## src/rtl/flash_pp_pkg.sv

```systemverilog
package flash_pp_pkg;
  // register offsets
  localparam logic [3:0] A_CMD   = 4'd0;
  localparam logic [3:0] A_MODE  = 4'd1;
  localparam logic [3:0] A_ADDR0 = 4'd2;
  localparam logic [3:0] A_WDAT  = 4'd6;
  localparam logic [3:0] A_RDAT  = 4'd7;
  localparam logic [3:0] A_PUSH  = 4'd8;

  // command codes
  localparam logic [7:0] C_PAGE  = 8'h10;
  localparam logic [7:0] C_BYTEW = 8'h90;
  localparam logic [7:0] C_BYTER = 8'h81;

  // flash opcodes
  localparam logic [7:0] OP_WREN = 8'h06;
  localparam logic [7:0] OP_PROG = 8'h02;
  localparam logic [7:0] OP_READ = 8'h03;

  typedef enum logic [1:0] {K_PAGE, K_BYTEW, K_BYTER} job_e;
  typedef enum logic [1:0] {S_IDLE, S_WREN, S_GAP, S_XFER} seq_e;
endpackage

```

## src/rtl/pp_page_buf.sv

```systemverilog
module pp_page_buf #(
  parameter int PAGE_BYTES = 128,
  localparam int WORDS = PAGE_BYTES / 4,
  localparam int CW = $clog2(WORDS + 1),
  localparam int IW = $clog2(PAGE_BYTES),
  localparam int WW = $clog2(WORDS)
) (
  input  logic          clk,
  input  logic          rst_n,
  input  logic          clr,
  input  logic          push,
  input  logic [31:0]   push_word,
  input  logic [IW-1:0] rd_idx,
  output logic [7:0]    rd_byte,
  output logic          full,
  output logic [CW-1:0] count
);
  logic [31:0]   mem [WORDS];
  logic [CW-1:0] cnt_q, cnt_n;
  logic          wr_en;
  logic [31:0]   sel_word;

  assign full  = (cnt_q == CW'(WORDS));
  assign wr_en = push && !full && !clr;
  assign count = cnt_q;

  always_comb begin
    cnt_n = cnt_q;
    if (clr)        cnt_n = '0;
    else if (wr_en) cnt_n = cnt_q + CW'(1);
  end

  always_ff @(posedge clk or negedge rst_n) begin
    if (!rst_n) cnt_q <= '0;
    else        cnt_q <= cnt_n;
  end

  always_ff @(posedge clk) begin
    if (wr_en) mem[cnt_q[WW-1:0]] <= push_word;
  end

  assign sel_word = mem[rd_idx[IW-1:2]];
  assign rd_byte  = 8'(sel_word >> {rd_idx[1:0], 3'b000});
endmodule

```

## src/rtl/pp_spi_shift.sv

```systemverilog
module pp_spi_shift (
  input  logic       clk,
  input  logic       rst_n,
  input  logic       start,
  input  logic [7:0] tx_byte,
  input  logic       miso,
  output logic       sck,
  output logic       mosi,
  output logic       done,
  output logic [7:0] rx_byte
);
  logic       act_q, act_n;
  logic       ph_q, ph_n;
  logic [2:0] cnt_q, cnt_n;
  logic [7:0] sr_q, sr_n;

  always_comb begin
    act_n = act_q;
    ph_n  = ph_q;
    cnt_n = cnt_q;
    sr_n  = sr_q;
    if (start) begin
      act_n = 1'b1;
      ph_n  = 1'b0;
      cnt_n = 3'd7;
      sr_n  = tx_byte;
    end else if (act_q) begin
      if (!ph_q) begin
        ph_n = 1'b1;
      end else begin
        ph_n = 1'b0;
        sr_n = {sr_q[6:0], miso};
        if (cnt_q == 3'd0) act_n = 1'b0;
        else               cnt_n = cnt_q - 3'd1;
      end
    end
  end

  always_ff @(posedge clk or negedge rst_n) begin
    if (!rst_n) begin
      act_q <= 1'b0;
      ph_q  <= 1'b0;
      cnt_q <= '0;
      sr_q  <= '0;
    end else begin
      act_q <= act_n;
      ph_q  <= ph_n;
      cnt_q <= cnt_n;
      sr_q  <= sr_n;
    end
  end

  assign sck     = act_q & ph_q;
  assign mosi    = sr_q[7];
  assign done    = act_q & ph_q & (cnt_q == 3'd0);
  assign rx_byte = {sr_q[6:0], miso};
endmodule

```

## src/rtl/pp_frame_seq.sv

```systemverilog
module pp_frame_seq
  import flash_pp_pkg::*;
#(
  parameter int PAGE_BYTES = 128,
  parameter int GAP_CYC = 2,
  localparam int IW = $clog2(PAGE_BYTES),
  localparam int BW = $clog2(PAGE_BYTES + 4),
  localparam int GW = $clog2(GAP_CYC + 1)
) (
  input  logic          clk,
  input  logic          rst_n,
  input  logic          go,
  input  job_e          go_job,
  input  logic [23:0]   addr,
  input  logic [7:0]    wbyte,
  input  logic [7:0]    buf_byte,
  output logic [IW-1:0] buf_idx,
  input  logic          sh_done,
  output logic          sh_start,
  output logic [7:0]    sh_tx,
  output logic          cs_n,
  output logic          fin,
  output job_e          job
);
  seq_e          st_q, st_n;
  job_e          job_q, job_n;
  logic [BW-1:0] bidx_q, bidx_n;
  logic [GW-1:0] gap_q, gap_n;
  logic          kick_q, kick_n;
  logic [BW-1:0] last_idx;

  assign last_idx = (job_q == K_PAGE) ? BW'(PAGE_BYTES + 3) : BW'(4);
  assign buf_idx  = IW'(bidx_q - BW'(4));
  assign fin      = (st_q == S_XFER) && sh_done && (bidx_q == last_idx);
  assign sh_start = kick_q;
  assign cs_n     = !((st_q == S_WREN) || (st_q == S_XFER));
  assign job      = job_q;

  always_comb begin
    if (st_q == S_WREN) begin
      sh_tx = OP_WREN;
    end else begin
      case (bidx_q)
        BW'(0):  sh_tx = (job_q == K_BYTER) ? OP_READ : OP_PROG;
        BW'(1):  sh_tx = addr[23:16];
        BW'(2):  sh_tx = addr[15:8];
        BW'(3):  sh_tx = addr[7:0];
        default: sh_tx = (job_q == K_PAGE)  ? buf_byte :
                         (job_q == K_BYTEW) ? wbyte : 8'h00;
      endcase
    end
  end

  always_comb begin
    st_n   = st_q;
    job_n  = job_q;
    bidx_n = bidx_q;
    gap_n  = gap_q;
    kick_n = 1'b0;
    case (st_q)
      S_IDLE: if (go) begin
        job_n  = go_job;
        st_n   = (go_job == K_PAGE) ? S_WREN : S_XFER;
        bidx_n = '0;
        kick_n = 1'b1;
      end
      S_WREN: if (sh_done) begin
        st_n  = S_GAP;
        gap_n = GW'(GAP_CYC - 1);
      end
      S_GAP: begin
        if (gap_q == '0) begin
          st_n   = S_XFER;
          bidx_n = '0;
          kick_n = 1'b1;
        end else begin
          gap_n = gap_q - GW'(1);
        end
      end
      S_XFER: if (sh_done) begin
        if (bidx_q == last_idx) begin
          st_n = S_IDLE;
        end else begin
          bidx_n = bidx_q + BW'(1);
          kick_n = 1'b1;
        end
      end
      default: st_n = S_IDLE;
    endcase
  end

  always_ff @(posedge clk or negedge rst_n) begin
    if (!rst_n) begin
      st_q   <= S_IDLE;
      job_q  <= K_PAGE;
      bidx_q <= '0;
      gap_q  <= '0;
      kick_q <= 1'b0;
    end else begin
      st_q   <= st_n;
      job_q  <= job_n;
      bidx_q <= bidx_n;
      gap_q  <= gap_n;
      kick_q <= kick_n;
    end
  end
endmodule

```

## src/rtl/flash_pp_ctrl.sv

```systemverilog
module flash_pp_ctrl
  import flash_pp_pkg::*;
#(
  parameter int PAGE_BYTES = 128,
  parameter int GAP_CYC = 2,
  localparam int WORDS = PAGE_BYTES / 4,
  localparam int CW = $clog2(WORDS + 1),
  localparam int IW = $clog2(PAGE_BYTES)
) (
  input  logic        clk,
  input  logic        rst_n,
  input  logic        reg_wr,
  input  logic [3:0]  reg_addr,
  input  logic [31:0] reg_wdata,
  output logic [31:0] reg_rdata,
  output logic        spi_cs_n,
  output logic        spi_sck,
  output logic        spi_mosi,
  input  logic        spi_miso
);
  // reset: asserted asynchronously, released on a clock edge
  logic [1:0] rst_sync;
  logic       rst_s_n;
  always_ff @(posedge clk or negedge rst_n) begin
    if (!rst_n) rst_sync <= 2'b00;
    else        rst_sync <= {rst_sync[0], 1'b1};
  end
  assign rst_s_n = rst_sync[1];

  logic          mode_req_q, mode_req_n, mode_q, mode_n;
  logic          err_q, err_n;
  logic [7:0]    cmd_q, cmd_n;
  logic [31:0]   addr_q, addr_n;
  logic [7:0]    wdat_q, wdat_n, rdat_q, rdat_n;
  logic [CW-1:0] wcnt;
  logic          buf_full, buf_clr, push;
  logic [7:0]    buf_byte;
  logic [IW-1:0] buf_idx;
  logic          sh_start, sh_done;
  logic [7:0]    sh_tx, sh_rx;
  logic          fin, go, cmd_wr, cmd_known, idle, mode_upd;
  job_e          go_job, job;
  logic [3:0]    abyte_we;

  assign idle      = (cmd_q == 8'h00);
  assign cmd_wr    = reg_wr && (reg_addr == A_CMD);
  assign cmd_known = (reg_wdata[7:0] == C_PAGE) || (reg_wdata[7:0] == C_BYTEW) ||
                     (reg_wdata[7:0] == C_BYTER);
  assign go_job    = (reg_wdata[7:0] == C_PAGE)  ? K_PAGE :
                     (reg_wdata[7:0] == C_BYTEW) ? K_BYTEW : K_BYTER;
  assign go        = cmd_wr && idle && cmd_known &&
                     ((go_job != K_PAGE) || (mode_q && buf_full));
  assign mode_upd  = idle && !go;
  assign push      = reg_wr && (reg_addr == A_PUSH) && mode_q;
  assign buf_clr   = (mode_upd && (mode_req_q != mode_q)) || (fin && (job == K_PAGE));

  for (genvar g = 0; g < 4; g++) begin : g_abyte
    assign abyte_we[g] = reg_wr && (reg_addr == (A_ADDR0 + 4'(g)));
  end

  always_comb begin
    mode_req_n = mode_req_q;
    mode_n     = mode_q;
    err_n      = err_q;
    cmd_n      = cmd_q;
    addr_n     = addr_q;
    wdat_n     = wdat_q;
    rdat_n     = rdat_q;
    if (reg_wr && (reg_addr == A_MODE)) mode_req_n = reg_wdata[0];
    if (mode_upd) mode_n = mode_req_q;
    if (reg_wr && (reg_addr == A_WDAT)) wdat_n = reg_wdata[7:0];
    if (cmd_wr && idle && cmd_known) err_n = !go;
    if (go)       cmd_n = reg_wdata[7:0];
    else if (fin) cmd_n = 8'h00;
    for (int i = 0; i < 4; i++) begin
      if (abyte_we[i]) addr_n[8*i +: 8] = reg_wdata[7:0];
    end
    if (fin && (job != K_PAGE)) addr_n = addr_q + 32'd1;
    if (fin && (job == K_BYTER)) rdat_n = sh_rx;
  end

  always_ff @(posedge clk or negedge rst_s_n) begin
    if (!rst_s_n) begin
      mode_req_q <= 1'b0;
      mode_q     <= 1'b0;
      err_q      <= 1'b0;
      cmd_q      <= '0;
      addr_q     <= '0;
      wdat_q     <= '0;
      rdat_q     <= '0;
    end else begin
      mode_req_q <= mode_req_n;
      mode_q     <= mode_n;
      err_q      <= err_n;
      cmd_q      <= cmd_n;
      addr_q     <= addr_n;
      wdat_q     <= wdat_n;
      rdat_q     <= rdat_n;
    end
  end

  always_comb begin
    case (reg_addr)
      A_CMD:   reg_rdata = {23'd0, err_q, cmd_q};
      A_MODE:  reg_rdata = {31'd0, mode_q};
      4'd2:    reg_rdata = {24'd0, addr_q[7:0]};
      4'd3:    reg_rdata = {24'd0, addr_q[15:8]};
      4'd4:    reg_rdata = {24'd0, addr_q[23:16]};
      4'd5:    reg_rdata = {24'd0, addr_q[31:24]};
      A_WDAT:  reg_rdata = {24'd0, wdat_q};
      A_RDAT:  reg_rdata = {24'd0, rdat_q};
      default: reg_rdata = 32'd0;
    endcase
  end

  pp_page_buf #(.PAGE_BYTES(PAGE_BYTES)) u_buf (
    .clk(clk), .rst_n(rst_s_n), .clr(buf_clr), .push(push), .push_word(reg_wdata),
    .rd_idx(buf_idx), .rd_byte(buf_byte), .full(buf_full), .count(wcnt)
  );

  pp_frame_seq #(.PAGE_BYTES(PAGE_BYTES), .GAP_CYC(GAP_CYC)) u_seq (
    .clk(clk), .rst_n(rst_s_n), .go(go), .go_job(go_job), .addr(addr_q[23:0]),
    .wbyte(wdat_q), .buf_byte(buf_byte), .buf_idx(buf_idx), .sh_done(sh_done),
    .sh_start(sh_start), .sh_tx(sh_tx), .cs_n(spi_cs_n), .fin(fin), .job(job)
  );

  pp_spi_shift u_sh (
    .clk(clk), .rst_n(rst_s_n), .start(sh_start), .tx_byte(sh_tx), .miso(spi_miso),
    .sck(spi_sck), .mosi(spi_mosi), .done(sh_done), .rx_byte(sh_rx)
  );
endmodule

```

## config.mk

```make
export PLATFORM = sky130hd
export DESIGN_NAME = flash_pp_ctrl
export DESIGN_NICKNAME = d
export VERILOG_FILES = /design/src/rtl/flash_pp_pkg.sv /design/src/rtl/pp_page_buf.sv /design/src/rtl/pp_spi_shift.sv /design/src/rtl/pp_frame_seq.sv /design/src/rtl/flash_pp_ctrl.sv
export SDC_FILE = /design/constraint.sdc
export NUM_CORES = 1
export LEC_CHECK = 0
export ABC_AREA = 0
export BUFFER_PORTS_ARGS = -buffer_cell sky130_fd_sc_hd__buf_2
export CORE_MARGIN = 1
export CORE_UTILIZATION = 40
export CTS_CLUSTER_SIZE = 25
export DETAILED_ROUTE_END_ITERATION = 10
export SLEW_MARGIN = 20
export SYNTH_ARGS = -nofsm -noshare
export SYNTH_HDL_FRONTEND = slang
export SYNTH_HIERARCHICAL = 1
export SYNTH_SLANG_ARGS = --single-unit
```

## constraint.sdc

```tcl
create_clock -name clk -period 4.59 [get_ports clk]
set_input_delay 0.459 -clock clk [delete_from_list [all_inputs] [get_ports clk]]
set_output_delay 0.459 -clock clk [all_outputs]
set_load 0.01 [all_outputs]
```

### Yosys cells after proc, flatten, opt, wreduce, memory -nomap -nowiden

Memories as Yosys holds them, arrays and structs flattened.
Index checks and enable logic that the tools add are counted.

| storage, ports and cells | value |
|---|---|
| input port bits | 40 |
| word-level logic and storage cells | 172 |
| output and inout port bits | 35 |
| RAM bits | 1024 |
| memories | 1 |
| flip-flop bits (word level) | 95 |

Memory list:

| name | depth | bits a word | rd ports | clocked after Yosys merged registers in | wr ports | RTL line | text |
|---|---|---|---|---|---|---|---|
| u_buf.mem | 32 | 32 | 1 | 0 | 1 | pp_page_buf.sv:18 | `logic [31:0] mem [WORDS];` |

| operators by class | value |
|---|---|
| add/sub/neg operators | 6 |
| multiplexer cells | 54 |
| eq/ne operators | 30 |
| bitwise logic cells | 2 |
| shifts and indexed selects | 1 |
| reductions and logical operators | 57 |

Operators with widths:

| cell | number |
|---|---|
| $mux 8 | 17 |
| $pmux 9 s8 | 1 |
| $add 32x1->32 const B | 1 |
| $mux 32 | 1 |
| $pmux 8 s4 | 1 |
| $shr 32x5->8 | 1 |
| $pmux 8 s3 | 1 |
| $logic_and 1x1->1 | 22 |
| $reduce_bool 2->1 | 11 |
| $mux 2 | 10 |
| $eq 4x3->1 const B | 4 |
| $eq 8x2->1 const B | 2 |
| $eq 8x8->1 const B | 2 |
| $logic_not 8->1 | 2 |
| $mux 1 | 14 |
| $mux 3 | 4 |
| $mux 6 | 2 |
| $ne 2x2->1 const B | 5 |
| $reduce_and 5->1 | 2 |
| $add 8x1->8 const B | 1 |
| $eq 4x2->1 const B | 2 |
| $eq 8x1->1 const B | 1 |
| $eq 8x5->1 const B | 1 |
| $eq 8x8->1 | 1 |
| other kinds (23) | 41 |

### Longest topological paths before layout

| logic depth | value |
|---|---|
| word-level depth | 14 |
| mapped depth | 14 |
| gate-level depth less buffers | 12 |

### Cells and area by module

The synthesis kept the hierarchy.

By module, submodules not included:

| module | area each (µm²) | sequential area each (µm²) | instances | cells an instance |
|---|---|---|---|---|
| pp_page_buf | 39288.9 | 30899.6 | 1 | 1527 |
| flash_pp_ctrl | 3854.9 | 1526.5 | 1 | 422 |
| pp_frame_seq | 1453.9 | 375.4 | 1 | 170 |
| pp_spi_shift | 644.4 | 325.3 | 1 | 63 |

### Worst setup path before layout

OpenSTA, ideal clock, no wires.

| path | value |
|---|---|
| path type | reg2reg |
| start | reg u_buf.cnt_q[4] (netlist: u_buf/count[4]) |
| end | mem u_buf.mem[30][0], enable pin |
| period minus slack after synthesis | 4.281 ns |
| cell stages (with the launch flop) | 13 |
| setup slack | 0.309 ns |
| setup time | 0.421 ns |
| arrival time | 3.860 ns |
| data required time | 4.169 ns |
| cells stage by stage | dfrtp_1 -> clkbuf_1 -> or3_1 -> clkbuf_1 -> nor2_1 -> a21oi_1 -> and4b_1 -> nor4_2 -> o32ai_1 -> inv_1 -> o211a_1 -> nand2_1 -> nor2_1 |

| on the way | value |
|---|---|
| word-level cells in the longest chain between the ends | 12 |
| elaborated cells on any way between the ends | 14 |
| those cells by class | eq/ne (1); mux (2); reduce/logical (11) |

RTL lines:

| element | RTL line | text |
|---|---|---|
| start, declared | pp_page_buf.sv:19 | `logic [CW-1:0] cnt_q, cnt_n;` |
| start signal, assigned | pp_page_buf.sv:35 | `else cnt_q <= cnt_n;` |
| $eq 6x6->1 | pp_page_buf.sv:23 | `assign full = (cnt_q == CW'(WORDS));` |
| via buf_full | flash_pp_ctrl.sv:36 | `logic buf_full, buf_clr, push;` |
| $logic_and 1x1->1 | flash_pp_ctrl.sv:52 | `((go_job != K_PAGE) \|\| (mode_q && buf_full));` |
| $logic_or 1x1->1 | flash_pp_ctrl.sv:52 |  |
| $logic_and 1x1->1 | flash_pp_ctrl.sv:51 | `assign go = cmd_wr && idle && cmd_known &&` |
| via go | flash_pp_ctrl.sv:41 | `logic fin, go, cmd_wr, cmd_known, idle, mode_upd;` |
| $logic_not 1->1 | flash_pp_ctrl.sv:53 | `assign mode_upd = idle && !go;` |
| $logic_and 1x1->1 | flash_pp_ctrl.sv:53 |  |
| $logic_and 1x1->1 | flash_pp_ctrl.sv:55 | `assign buf_clr = (mode_upd && (mode_req_q != mode_q)) \|\| (fin && (job == K_PAGE));` |
| $logic_or 1x1->1 | flash_pp_ctrl.sv:55 |  |
| via buf_clr | flash_pp_ctrl.sv:36 |  |
| $logic_not 1->1 | pp_page_buf.sv:24 | `assign wr_en = push && !full && !clr;` |
| $logic_and 1x1->1 | pp_page_buf.sv:24 |  |
| $mux 1 | pp_page_buf.sv:39 | `if (wr_en) mem[cnt_q[WW-1:0]] <= push_word;` |
| $mux 1 (implied by the code) | pp_page_buf.sv:39 |  |
| end, declared | pp_page_buf.sv:18 |  |

The timed path passes the listed nets, and every way through them passes these cells.

### Worst setup path after layout

| path | value |
|---|---|
| start | reg u_buf.cnt_q[0] (netlist: u_buf/count[0]) |
| end | mem u_buf.mem[29][8], enable pin |

The elaborated chain is that of the path after synthesis.

==> qor.txt <==
Power per Cell Area: 404.9 nW/um2
Setup repair after global routing missed its margin: false
Final cycle utilization of the critical path: 0.9254
GRT Residual Overflow: 0
Fraction of registers with async set/reset: 0.08490
CTS Buffer Depth: 3
Routed WL: 115300 um
DIE HEIGHT: 338.3 um
Root Buffer: clkbuf_16
Pre-CTS WS: 0.3372 ns
Synthesis-to-layout area growth: 15.05%
Outcome: finished clean
Vias in the first global route: 23310
Worst Path Max Fanout: 18
Area of the mapped netlist: 45240 um2
Largest net degree at the start of global routing: 81
Initial DRT Pass Iterations: 8
Antenna violations before repair: 8
Fmax: 235.4 MHz
Initial Util: 0.4027
Port-buffer cells: 51
Sequential share of the synthesized area: 0.7322
Most common flop cell mapped by yosys: edfxtp_1
CTS Hold Bufs: 1
First-pass GRT wire length: 168200 um
Sum Neg Setup Slack: 0 ns
Syn_area_per_cell: 20.73 um2
Yosys Warn Count: 6
Number of flops mapped to enable cells by yosys: 1024
Switch share: 0.2059
Slew Viols, Final: 0
CTS H-tree lvls: 3
Rel. slew slack: 0.3371
Hpwl dp: 67130 um
HP Class: in2async
Area leader, netlist: edfxtp_1
Max VDD drop: 0.2748 mV
Clock power frac: 0.435
I/O pins: 75
Area of the core: 112300 um2
Final hold violations: 0
Critical-path cell list: inv_1, ha_1, nand2_1, nor2_1, a21oi_1, and4b_1, nor4_2, o32ai_1, inv_1, o211a_1, nand2_1, buf_12, nor2_4, buf_12
Via density: 5.847
Req. time, crit path: 4.98 ns
Cts repair resizes: 0
Slowest cell on the critical path: nor2_4
Cell row count: 123
Setup bufs post-CTS: 0
CP Launch Type: flop
Post-route DRC: 0
Worst slew pin tran: 0.9921 ns
Critical Path Max Stage Delay: 0.77 ns
Die area: 114500 um2
Layout cell share with drive strength beyond 1: 0.3110
GRT Total Usage: 0.2024
Clock slew at reported path FFs: 0.06 ns
Worst Setup End Kind: flop
Drt wl/cell: 29.38 um
Share of power burned in registers: 0.540
Post-synth top area share: 0.6797
Filler cells: 9299
Via count: 22940
P_sw: 0.004339 W
DRT antenna net count: 0
Clock sinks: 1119
Placer congestion estimate: 0.9030
Post-route setup slack: 0.3423 ns
R2R setup slack: 0.34 ns
Critical path type: reg2reg
Max-Cap Viols: 0
Mapped Cells: 2182
Area contributors post-synth: edfxtp_1 (68%), mux4_2 (17%), dfrtp_1 (5.3%)
Die width: 338.3 um
Critical path's top delay family: simple AND/OR/NAND/NOR gates
Unique masters post-synth: 82
Crit path time final: 4.248 ns
Worst EP arrival: 4.64 ns
Worst path bufs/invs: 4
Worst skew pair latency: 0.70 ns
Final total power: 0.02107 W
Final nets: 2388
Combinational power share: 0.025
Initial drt markers: 2511
Final setup viols: 0
Final clock skew: 0.02409 ns
CTS tree: yes
FF+latch count, synth: 1119
Internal: 0.01674 W
P_leak: 16.24 nW
TritonCTS Buffers: 112
[cells by family after synthesis]
| group | after synthesis | share of synthesized area |
|---|---|---|
| DFF | 1119 | 0.7322 |
| muxes | 406 | 0.1841 |
| and+or+nand+nor | 303 | 0.03396 |
| buffers and inverters | 165 | 0.01742 |
| AOI/OAI and AO/OA | 156 | 0.02450 |
| adders and majority gates | 20 | 0.005531 |
| xor gates and xnor gates | 11 | 0.002129 |
| other | 2 | 0.0001660 |
[through the flow]
stage / std cells / hold WS, ns / area (um2) / util
after CTS: 3921 / 0.03808 / 52040 / 0.4632
after detailed placement: 3713 / 0.2462 / 48350 / 0.4304
after global routing: 3922 / 0.06734 / 52050 / 0.4633
after floorplan: 2204 / 0.1634 / 45320 / -
after global placement: 3713 / 0.2449 / 48350 / 0.4304
final: 3923 / 0.07614 / 52050 / 0.4633
[cell usage after synthesis, drive strengths merged, types with 8 or more instances]
| library cell | number |
|---|---|
| edfxtp | 1024 |
| dfrtp | 95 |
| inv | 24 |
| mux4 | 336 |
| nand3 | 19 |
| mux2 | 48 |
| and2 | 8 |
| a21oi | 24 |
| nor2b | 10 |
| nor4 | 14 |
| clkbuf | 65 |
| buf | 76 |
| a211oi | 12 |
| nor2 | 99 |
| o21ai | 33 |
| nor3 | 21 |
| ha | 20 |
| nand2 | 75 |
| nand4 | 9 |
| o31ai | 8 |
| a22oi | 15 |
| mux2i | 22 |
[area by class of cell]
class,instances,area [um2],share of cell area
multi-input combinational,920,11700,0.2248
inverter,24,100.1,0.001923
timing repair buffer,151,1559,0.02995
sequential,1119,33130,0.6365
antenna,2,5.005,0.00009615
clock buffer,133,2903,0.05577
clock inverter,74,775.7,0.01490
tap,1500,1877,0.03606
[power groups by stage]
stage / Sequential [W] / Clock (W) / Combinational [W]
6_report: 0.0114 / 0.00916 / 0.000520
4_1_cts: 0.0114 / 0.00933 / 0.000520
2_1_floorplan: 0.0115 / 0 / 0.000275
3_3_place_gp: 0.0116 / 0 / 0.000491
5_1_grt: 0.0114 / 0.00971 / 0.000574
3_5_place_dp: 0.0116 / 0 / 0.000518
[layer usage]
layer / track usage / vias to the layer above / wire [um]
met4: 0.05062 / 6 / 2245
met2: 0.3253 / 938 / 56090
met5: 0 / - / 28
met3: 0.03644 / 146 / 8281
li1: - / 9382 / -
met1: 0.2866 / 12460 / 48610
[state kept, by name, summed over array words and instances, names as in the netlist]
signal and flops:
rdat_q 8, u_sh/ph_q 1, u_seq/bidx_q 8, mode_q 1, rst_sync 2, err_q 1
cmd_q 8, u_buf/count 6, addr_q 32, u_sh/act_q 1, u_buf/mem 1024, u_seq/gap_q 2
u_sh/sr_q 8, u_seq/st_q 2, wdat_q 8, u_sh/cnt_q 3, u_seq/sh_start 1, u_seq/job 2
mode_req_q 1
[final timing paths]
check                                     from               end  depth (start not counted)
worst max-delay path            u_buf/count[0]  u_buf/mem[29][8]                         14
worst min-delay path                     rst_n       rst_sync[1]                          2
worst max register to register  u_buf/count[0]  u_buf/mem[29][8]                         14
worst min register to register     rst_sync[1]        addr_q[26]                          0
max in group asynchronous          rst_sync[1]         wdat_q[4]                          1
min in group clk                  reg_wdata[7]          cmd_q[7]                          2
[placed cells by master, fill, tap and decap left out, drive strengths merged, types with 7 or more instances in the layout]
| cell type | count |
|---|---|
| mux4 | 336 |
| bufinv | 15 |
| nor3 | 21 |
| a222oi | 7 |
| inv | 27 |
| ha | 20 |
| a31oi | 7 |
| mux2i | 22 |
| and2 | 8 |
| edfxtp | 1024 |
| nor2 | 99 |
| nand3 | 19 |
| a211oi | 12 |
| nor2b | 10 |
| conb | 24 |
| a22oi | 15 |
| or3 | 7 |
| o31ai | 8 |
| nor4 | 14 |
| a21oi | 24 |
| dfrtp | 95 |
| nand2 | 75 |
| mux2 | 48 |
| clkbuf | 133 |
| clkinv | 56 |
| nand4 | 9 |
| buf | 150 |
| o21ai | 33 |
Note: power is estimated with default switching activity, not from simulation.
